$ cat config.mk
export PLATFORM = sky130hd
export DESIGN_NAME = gbp_resolver
export DESIGN_NICKNAME = d
export VERILOG_FILES = /design/src/rtl/gbp_pkg.sv /design/src/rtl/gbp_pair_track.sv /design/src/rtl/gbp_outcome.sv /design/src/rtl/gbp_resolver.sv
export SDC_FILE = /design/constraint.sdc
export NUM_CORES = 1
export LEC_CHECK = 0
export ABC_AREA = 0
export BUFFER_PORTS_ARGS = -buffer_cell sky130_fd_sc_hd__buf_2
export CORE_MARGIN = 3
export CORE_UTILIZATION = 40
export DETAILED_ROUTE_END_ITERATION = 10
export GPL_ROUTABILITY_DRIVEN = 0
export PLACE_DENSITY = 0.72
export SKIP_CTS_REPAIR_TIMING = 1
export SYNTH_ARGS = -nofsm -noshare
export SYNTH_HDL_FRONTEND = slang
export SYNTH_SLANG_ARGS = --single-unit
$ cat constraint.sdc
create_clock -name clk -period 2 [get_ports clk]
set_input_delay 0.4 -clock clk [delete_from_list [all_inputs] [get_ports clk]]
set_output_delay 0.4 -clock clk [all_outputs]
set_load 0.005 [all_outputs]
$ cat src/rtl/gbp_pkg.sv
package gbp_pkg;
    typedef enum logic [1:0] {
        ST_IDLE  = 2'd0,
        ST_HALF  = 2'd1,
        ST_ARMED = 2'd2
    } pair_st_e;
endpackage

$ cat src/rtl/gbp_pair_track.sv
module gbp_pair_track
    import gbp_pkg::*;
#(
    parameter int PCW    = 32,
    parameter int TAGW   = 3,
    parameter int DEPTHW = 4
) (
    input  logic              clk,
    input  logic              rst_n,
    input  logic              flush,
    input  logic              in_valid,
    input  logic              in_head,
    input  logic [DEPTHW-1:0] in_depth,
    input  logic [PCW-1:0]    in_pc,
    input  logic [PCW-1:0]    in_target,
    output logic              in_ready,
    output logic [TAGW-1:0]   head_tag,
    input  logic              res_valid,
    input  logic [TAGW-1:0]   res_tag,
    output logic              fire,
    output logic [PCW-1:0]    pair_pc,
    output logic [PCW-1:0]    pair_ft,
    output logic [PCW-1:0]    pair_jt
);
    localparam logic [DEPTHW-1:0] PAIR_SLOTS = DEPTHW'(2);

    typedef struct packed {
        pair_st_e        st;
        logic [TAGW-1:0] next_tag;
        logic [TAGW-1:0] tag;
        logic [PCW-1:0]  pc;
        logic [PCW-1:0]  ft;
        logic [PCW-1:0]  jt;
    } track_t;

    track_t s_q, s_d;
    logic   ready_c, accept_c, fire_c;

    always_comb begin
        s_d = s_q;
        unique case (s_q.st)
            ST_IDLE:  ready_c = !(in_head && (in_depth < PAIR_SLOTS));
            ST_HALF:  ready_c = 1'b1;
            default:  ready_c = 1'b0;
        endcase
        ready_c  = ready_c && !flush;
        accept_c = in_valid && ready_c;
        fire_c   = (s_q.st == ST_ARMED) && res_valid && (res_tag == s_q.tag) && !flush;

        if (flush) begin
            s_d.st = ST_IDLE;
        end else begin
            unique case (s_q.st)
                ST_IDLE: begin
                    if (accept_c && in_head) begin
                        s_d.st       = ST_HALF;
                        s_d.tag      = s_q.next_tag;
                        s_d.next_tag = s_q.next_tag + TAGW'(1);
                        s_d.pc       = in_pc;
                        s_d.ft       = in_target;
                    end
                end
                ST_HALF: begin
                    if (accept_c) begin
                        s_d.st = ST_ARMED;
                        s_d.jt = in_target;
                    end
                end
                default: begin
                    if (fire_c) s_d.st = ST_IDLE;
                end
            endcase
        end
    end

    always_ff @(posedge clk or negedge rst_n) begin
        if (!rst_n) begin
            s_q <= '{st: ST_IDLE, next_tag: '0, tag: '0, pc: '0, ft: '0, jt: '0};
        end else begin
            s_q <= s_d;
        end
    end

    assign in_ready = ready_c;
    assign head_tag = s_q.next_tag;
    assign fire     = fire_c;
    assign pair_pc  = s_q.pc;
    assign pair_ft  = s_q.ft;
    assign pair_jt  = s_q.jt;
endmodule

$ cat src/rtl/gbp_outcome.sv
module gbp_outcome #(
    parameter int PCW = 32
) (
    input  logic           clk,
    input  logic           rst_n,
    input  logic           fire,
    input  logic           guard_taken,
    input  logic [PCW-1:0] pair_pc,
    input  logic [PCW-1:0] pair_ft,
    input  logic [PCW-1:0] pair_jt,
    output logic           out_valid,
    output logic [PCW-1:0] out_pc,
    output logic           out_taken,
    output logic [PCW-1:0] out_target,
    output logic           kill_guard,
    output logic           kill_jump
);
    typedef struct packed {
        logic           vld;
        logic [PCW-1:0] pc;
        logic           taken;
        logic [PCW-1:0] tgt;
        logic           kg;
        logic           kj;
    } outc_t;

    outc_t o_q, o_d;

    always_comb begin
        o_d     = o_q;
        o_d.vld = fire;
        o_d.kg  = 1'b0;
        o_d.kj  = 1'b0;
        if (fire) begin
            o_d.pc = pair_pc;
            if (guard_taken) begin
                o_d.taken = 1'b0;
                o_d.tgt   = pair_ft;
                o_d.kj    = 1'b1;
            end else begin
                o_d.taken = 1'b1;
                o_d.tgt   = pair_jt;
                o_d.kg    = 1'b1;
            end
        end
    end

    always_ff @(posedge clk or negedge rst_n) begin
        if (!rst_n) begin
            o_q <= '0;
        end else begin
            o_q <= o_d;
        end
    end

    assign out_valid  = o_q.vld;
    assign out_pc     = o_q.pc;
    assign out_taken  = o_q.taken;
    assign out_target = o_q.tgt;
    assign kill_guard = o_q.kg;
    assign kill_jump  = o_q.kj;
endmodule

$ cat src/rtl/gbp_resolver.sv
module gbp_resolver #(
    parameter int PCW    = 32,
    parameter int TAGW   = 3,
    parameter int DEPTHW = 4
) (
    input  logic              clk,
    input  logic              rst_n,
    input  logic              flush,
    input  logic              in_valid,
    input  logic              in_head,
    input  logic [DEPTHW-1:0] in_depth,
    input  logic [PCW-1:0]    in_pc,
    input  logic [PCW-1:0]    in_target,
    output logic              in_ready,
    output logic [TAGW-1:0]   head_tag,
    input  logic              res_valid,
    input  logic [TAGW-1:0]   res_tag,
    input  logic              res_taken,
    output logic              out_valid,
    output logic [PCW-1:0]    out_pc,
    output logic              out_taken,
    output logic [PCW-1:0]    out_target,
    output logic              kill_guard,
    output logic              kill_jump
);
    logic           fire;
    logic [PCW-1:0] pair_pc, pair_ft, pair_jt;

    gbp_pair_track #(.PCW(PCW), .TAGW(TAGW), .DEPTHW(DEPTHW)) u_track (
        .clk(clk), .rst_n(rst_n), .flush(flush),
        .in_valid(in_valid), .in_head(in_head), .in_depth(in_depth),
        .in_pc(in_pc), .in_target(in_target),
        .in_ready(in_ready), .head_tag(head_tag),
        .res_valid(res_valid), .res_tag(res_tag),
        .fire(fire), .pair_pc(pair_pc), .pair_ft(pair_ft), .pair_jt(pair_jt)
    );

    gbp_outcome #(.PCW(PCW)) u_out (
        .clk(clk), .rst_n(rst_n), .fire(fire), .guard_taken(res_taken),
        .pair_pc(pair_pc), .pair_ft(pair_ft), .pair_jt(pair_jt),
        .out_valid(out_valid), .out_pc(out_pc), .out_taken(out_taken),
        .out_target(out_target), .kill_guard(kill_guard), .kill_jump(kill_jump)
    );
endmodule

Yosys cells after proc, flatten, opt, wreduce, memory -nomap -nowiden
Cells that the tools add are included.
- register bits after elaboration: 172
- input port bits: 78
- output and inout bits: 72
- logic and storage cells: 44
- add/subtract/negate cells: 1
- order comparisons: 1
- equality and inequality tests: 5
- mux-type cells: 10
- bitwise operators: 1
- reduce and logical (&&, ||, !) cells: 14
- operators with widths (operator ; count):
    two-way mux 72 bit ; 1
    two-way mux 33 bit ; 1
    AND reduction 3 bit ; 3
    two-way mux 2 bit ; 4
    logical AND 1 bit ; 7
    inequality test 3 x 2 -> 1 bit, second input constant ; 2
    less-than comparator 4 x 2 -> 1 bit, second input constant ; 1
    one-hot mux 2 bit (2 select lines) ; 1
    nonzero test 4 bit ; 1
    adder 3 x 1 -> 3 bit, second input constant ; 1
    == test 3 bit ; 1
    == test 2 x 1 -> 1 bit, second input constant ; 1
    == test 2 bit, second input constant ; 1
    logical NOT 1 bit ; 2
    logical NOT 2 bit ; 1
    two-way mux 1 bit ; 2
    one-hot mux 1 bit (2 select lines) ; 1
    inverter 1 bit ; 1

Depth between registers and ports, before layout
- depth after elaboration: 10
- gate-level depth with buffers: 6
- gate-level depth less buffers: 3

By module
Synthesis repeated with hierarchy kept, for this count alone.
- cell total of the unflattened synthesis: 553
- area total of the unflattened synthesis: 7723.7 sq um
- modules (own cells, without submodules) (module ; times used ; cells each ; area each (sq um) ; sequential area each (sq um)):
    gbp_pair_track ; 1 ; 338 ; 4760.8 ; 2602.5
    gbp_outcome ; 1 ; 215 ; 2962.8 ; 1701.6

Worst setup path before layout
OpenSTA, ideal clock, no wires.
- path kind: input-to-reg
- from: input in_depth[1]
- to: register u_track.s_q (netlist bit u_track.pair_ft[12])
- library setup time: 0.125 ns
- arrival time: 1.604 ns
- data required time: 1.875 ns
- path slack: 0.271 ns
- stages on the path: 6
- buffers on the path: 3
- path through: or3_4 and3_1 buf_6 buf_6 buf_8 mux2_4
- word-level cells in the longest chain between the ends: 8
- RTL lines (element ; RTL line ; text):
    start: declaration ; gbp_resolver.sv:11 ; input logic [DEPTHW-1:0] in_depth,
    less-than comparator 4 x 2 -> 1 bit ; gbp_pair_track.sv:42 ; ST_IDLE: ready_c = !(in_head && (in_depth < PAIR_SLOTS));
    logical AND 1 bit ; gbp_pair_track.sv:42 ;
    logical NOT 1 bit ; gbp_pair_track.sv:42 ;
    one-hot mux 1 bit (2 select lines) ; gbp_pair_track.sv:41 ; unique case (s_q.st)
    logical AND 1 bit ; gbp_pair_track.sv:46 ; ready_c = ready_c && !flush;
    logical AND 1 bit ; gbp_pair_track.sv:47 ; accept_c = in_valid && ready_c;
    logical AND 1 bit ; gbp_pair_track.sv:55 ; if (accept_c && in_head) begin
    AND reduction 3 bit (no line) ; - ;
    end signal: assignment ; gbp_pair_track.sv:78 ; s_q <= '{st: ST_IDLE, next_tag: '0, tag: '0, pc: '0, ft: '0, jt: '0};
    end: declaration ; gbp_pair_track.sv:36 ; track_t s_q, s_d;
Every way passes these cells.
A chain may end at the register's enable or synchronous reset.

Final worst setup path
- from: register u_track.s_q[103] (netlist name)
- to: register u_track.s_q (netlist bit u_track.pair_ft[5])
- word-level cells in the longest chain between the ends: 6
- elaborated cells between the ends (all ways): 7
- classes of those cells: 1 x eq/ne; 1 x mux; 5 x reduce/logical
- RTL lines (element ; RTL line):
    == test 2 x 1 -> 1 bit or logical NOT 2 bit (tied branches) ; gbp_pair_track.sv:41, gbp_pair_track.sv:53
    one-hot mux 1 bit (2 select lines) ; gbp_pair_track.sv:41
    logical AND 1 bit ; gbp_pair_track.sv:46
    logical AND 1 bit ; gbp_pair_track.sv:47
    logical AND 1 bit ; gbp_pair_track.sv:55
    AND reduction 3 bit (no line) * ; -
Mark *: on every way between the ends. The rest lies on a longest branch, timed or not.

==> impl_metrics.py <==
metrics = {
    "critical_path": {
        "endpoint_kind": "flop",
        "cp.arrival_ns": 2.13,
        "cpPeakStageDelay_ns": 0.44,
        "r2r_start": "u_track.s_q[103]",
        "rr_worst_depth": 4,
        "rrSetupSlack_ns": 0.16,
        "worstPathRequired_ns": 2.29,
        "path_cells": "nor3b_1, and3_4, buf_12, mux2_2",
        "reg2reg_to": "u_track.pair_ft[5]",
        "path_class": "flop to flop",
        "worstSetupStartpointType": "flop",
        "crit_path_top_delay_cell": "dfrtp_1",
        "crit_start": "u_track.s_q[103]",
        "path_max_fanout": 21,
    },
    "detailed_routing": {
        "viasPerCell": 4.86,
        "firstDrtPassIters": 4,
        "drc_errors": 0,
        "wl_per_cell_um": 17.2,
        "vias": 3938,
        "first_iter_violations": 95,
        "postRouteAntennaNets": 0,
        "wl_um": 13900,
    },
    "floorplanning": {
        "dieWidth_um": 137,
        "die_h_um": 137,
        "start_util_pct": 41.3,
        "ios": 150,
        "fp.dieArea_sq_mm": 0.0189,
        "coreArea_sq_mm": 0.0168,
        "rows": 47,
    },
    "layout": {
        "final_layout_size_suffix_gt1_share_pct": 66.6,
        "num-nets-final": 656,
        "final_area_sq_mm": 0.00864,
        "syn_to_final_growth_pct": 24.9,
        "num_antenna_cells": 0,
    },
    "logic_synthesis": {
        "synth_flop_cell": "dfrtp_1",
        "synth_common_cells": "mux2_2, dfrtp_1, buf_2",
        "ys_seq_elements": 172,
        "yosysWarnings": 0,
        "yosys-top-cells-area": "dfrtp_1, mux2_2, mux2_4",
        "synth_edf_count": 0,
        "synth_top_area_share_pct": 62.2,
        "synth.distinct_cells": 29,
        "synth_nets": 501,
        "synth_top_cell_by_area": "dfrtp_1",
        "synthArstFlopShare_pct": 100,
        "ys_seq_area_share_pct": 62.2,
        "synth.avg_cell_area_sq_um": 16.4,
        "netlist_instances": 422,
        "syn_area_sq_mm": 0.00692,
        "synth_most_common_cell": "mux2_2",
    },
    "sta": {
        "fin_setup_tns_ns": 0,
        "slew_headroom_pct": 73.2,
        "rsz0062_at_grt": "false",
        "fin_crit_ns": 1.84,
        "skew_ns": 0.00867,
        "slew_violations": 0,
        "worstMarginPinSlew_ns": 0.403,
        "hold_viol_final": 0,
        "max_freq_mhz": 545,
        "final.period_utilization_pct": 91.8,
        "setup_viol_count_final": 0,
    },
    "pwr": {
        "p_leak_uw": 0.00435,
        "power_frac_seq_pct": 48.1,
        "p_comb_share_pct": 13.9,
        "ir_drop_uv": 536,
        "p_switching_uw": 2110,
        "power.density_mw_per_mm2": 1070,
        "switching_share_pct": 22.7,
        "p_int_uw": 7160,
        "p_clk_share_pct": 38.0,
    },
    "clock_tree": {
        "cts_tree": "yes",
        "cts_max_level": 4,
        "max-clock-path-buffers": 2,
        "path_clk_slew_ns": 0.07,
        "numCtsBuffers": 17,
        "insertion_delay_ns": 0.41,
        "cts-root-buf": "clkbuf_16",
        "cts_sinks": 172,
    },
    "status": {
        "outcome": "completed",
    },
    "min_path": {
        "holdPathEnd": "u_track.pair_pc[20]",
        "hp-class": "input port to flop",
        "hold_depth": 2,
        "holdCritStartpoint": "in_pc[20]",
    },
    "global_route": {
        "grt_use_total_pct": 15.3,
        "grt_max_degree": 69,
        "grt_remaining_overflow": 0,
        "grt_pass1_wl_um": 22300,
        "grt_pass1_vias": 4472,
        "antenna_found_initial": 0,
    },
    "place": {
        "port_buffers": 148,
        "place_area_sq_mm": 0.00800,
        "dpl.hpwl_um": 9510,
    },
    "job": {
        "drv_cap": 0,
    },
}
worst max-delay path: cells and delay by family, from the launching register on:
kind                   cells  cell delay, ns
AND/OR/NAND/NOR            2            0.70
flip-flops                 1            0.44
multiplexers               1            0.36
buffers and inverters      1            0.21
cell type report:
type / count / area (sq um)
clock buffers: 22 / 474
clock inverters: 10 / 161
fillers: 1416 / 8120
inverters: 3 / 11.3
multi-input cells: 221 / 2450
flip-flops and latches: 172 / 4300
well taps: 220 / 275
repair buffers: 162 / 967
kinds of logic after synthesis:
| family | synth area share [%] |
|---|---|
| AOI/OAI and AO/OA | 0.543 |
| xor gates and xnor gates | 0.633 |
| adders and majority gates | 0.181 |
| buffers and inverters | 2.46 |
| DFF | 62.2 |
| muxes | 32.6 |
| and+or+nand+nor | 1.34 |
sequential cells by signal, summed over array words and instances, names as in the netlist:
signal,flops
u_track.pair_pc,32
u_track.pair_jt,32
u_out.kill_jump,1
u_out.out_pc,32
u_out.out_valid,1
u_track.pair_ft,32
u_out.out_taken,1
u_out.kill_guard,1
u_track.head_tag,3
u_out.out_target,32
u_track.s_q,5
cell usage in the layout (no fill, tap or decap), types with 3 or more instances in the layout:
| cell | instances |
|---|---|
| buf_12 | 9 |
| xnor2_1 | 4 |
| bufinv_16 | 4 |
| clkbuf_8 | 3 |
| buf_2 | 147 |
| mux2_2 | 187 |
| buf_4 | 4 |
| mux2_4 | 10 |
| dfrtp_1 | 172 |
| clkbuf_16 | 17 |
| clkinv_2 | 3 |
| inv_1 | 3 |
stage by stage:
stage          hold WS [ns]  power [uW]  instances  util [%]  worst slack, ns
3_3_place_gp          0.331        5690        777      47.7            0.151
5_1_grt               0.198        9740        810      51.6           0.0742
4_1_cts              -0.111        9380        809      51.5            0.168
2_1_floorplan         0.104        5340        422         -            0.271
6_report              0.214        9260        810      51.6            0.165
3_5_place_dp          0.340        5840        777      47.7           0.0710
power by group through the flow:
stage	Sequential, uW	Clock, uW	Combinational, uW
2_1_floorplan	4420	0	924
3_3_place_gp	4450	0	1230
3_5_place_dp	4530	0	1310
4_1_cts	4470	3600	1320
5_1_grt	4530	3790	1420
6_report	4460	3520	1290
worst max path at each step:
stage	endpoint	slack, ns
detailed placement	u_track.pair_ft[28]	0.07
global placement	u_track.pair_ft[3]	0.15
finish	u_track.pair_ft[5]	0.16
global route	u_track.pair_pc[30]	0.07
CTS	u_track.pair_ft[1]	0.17
floorplan	u_track.pair_ft[12]	0.27
layer usage:
| layer | share of wire [%] | vias up | global-route usage, % |
|---|---|---|---|
| met2 | 52 | 100 | 26.4 |
| met3 | 6.1 | 14 | 4.97 |
| met5 | 0 | - | 0 |
| met1 | 41 | 2028 | 17.7 |
| met4 | 1.2 | 0 | 5.65 |
| li1 | - | 1796 | - |
Power figures use the tool's default switching activity.
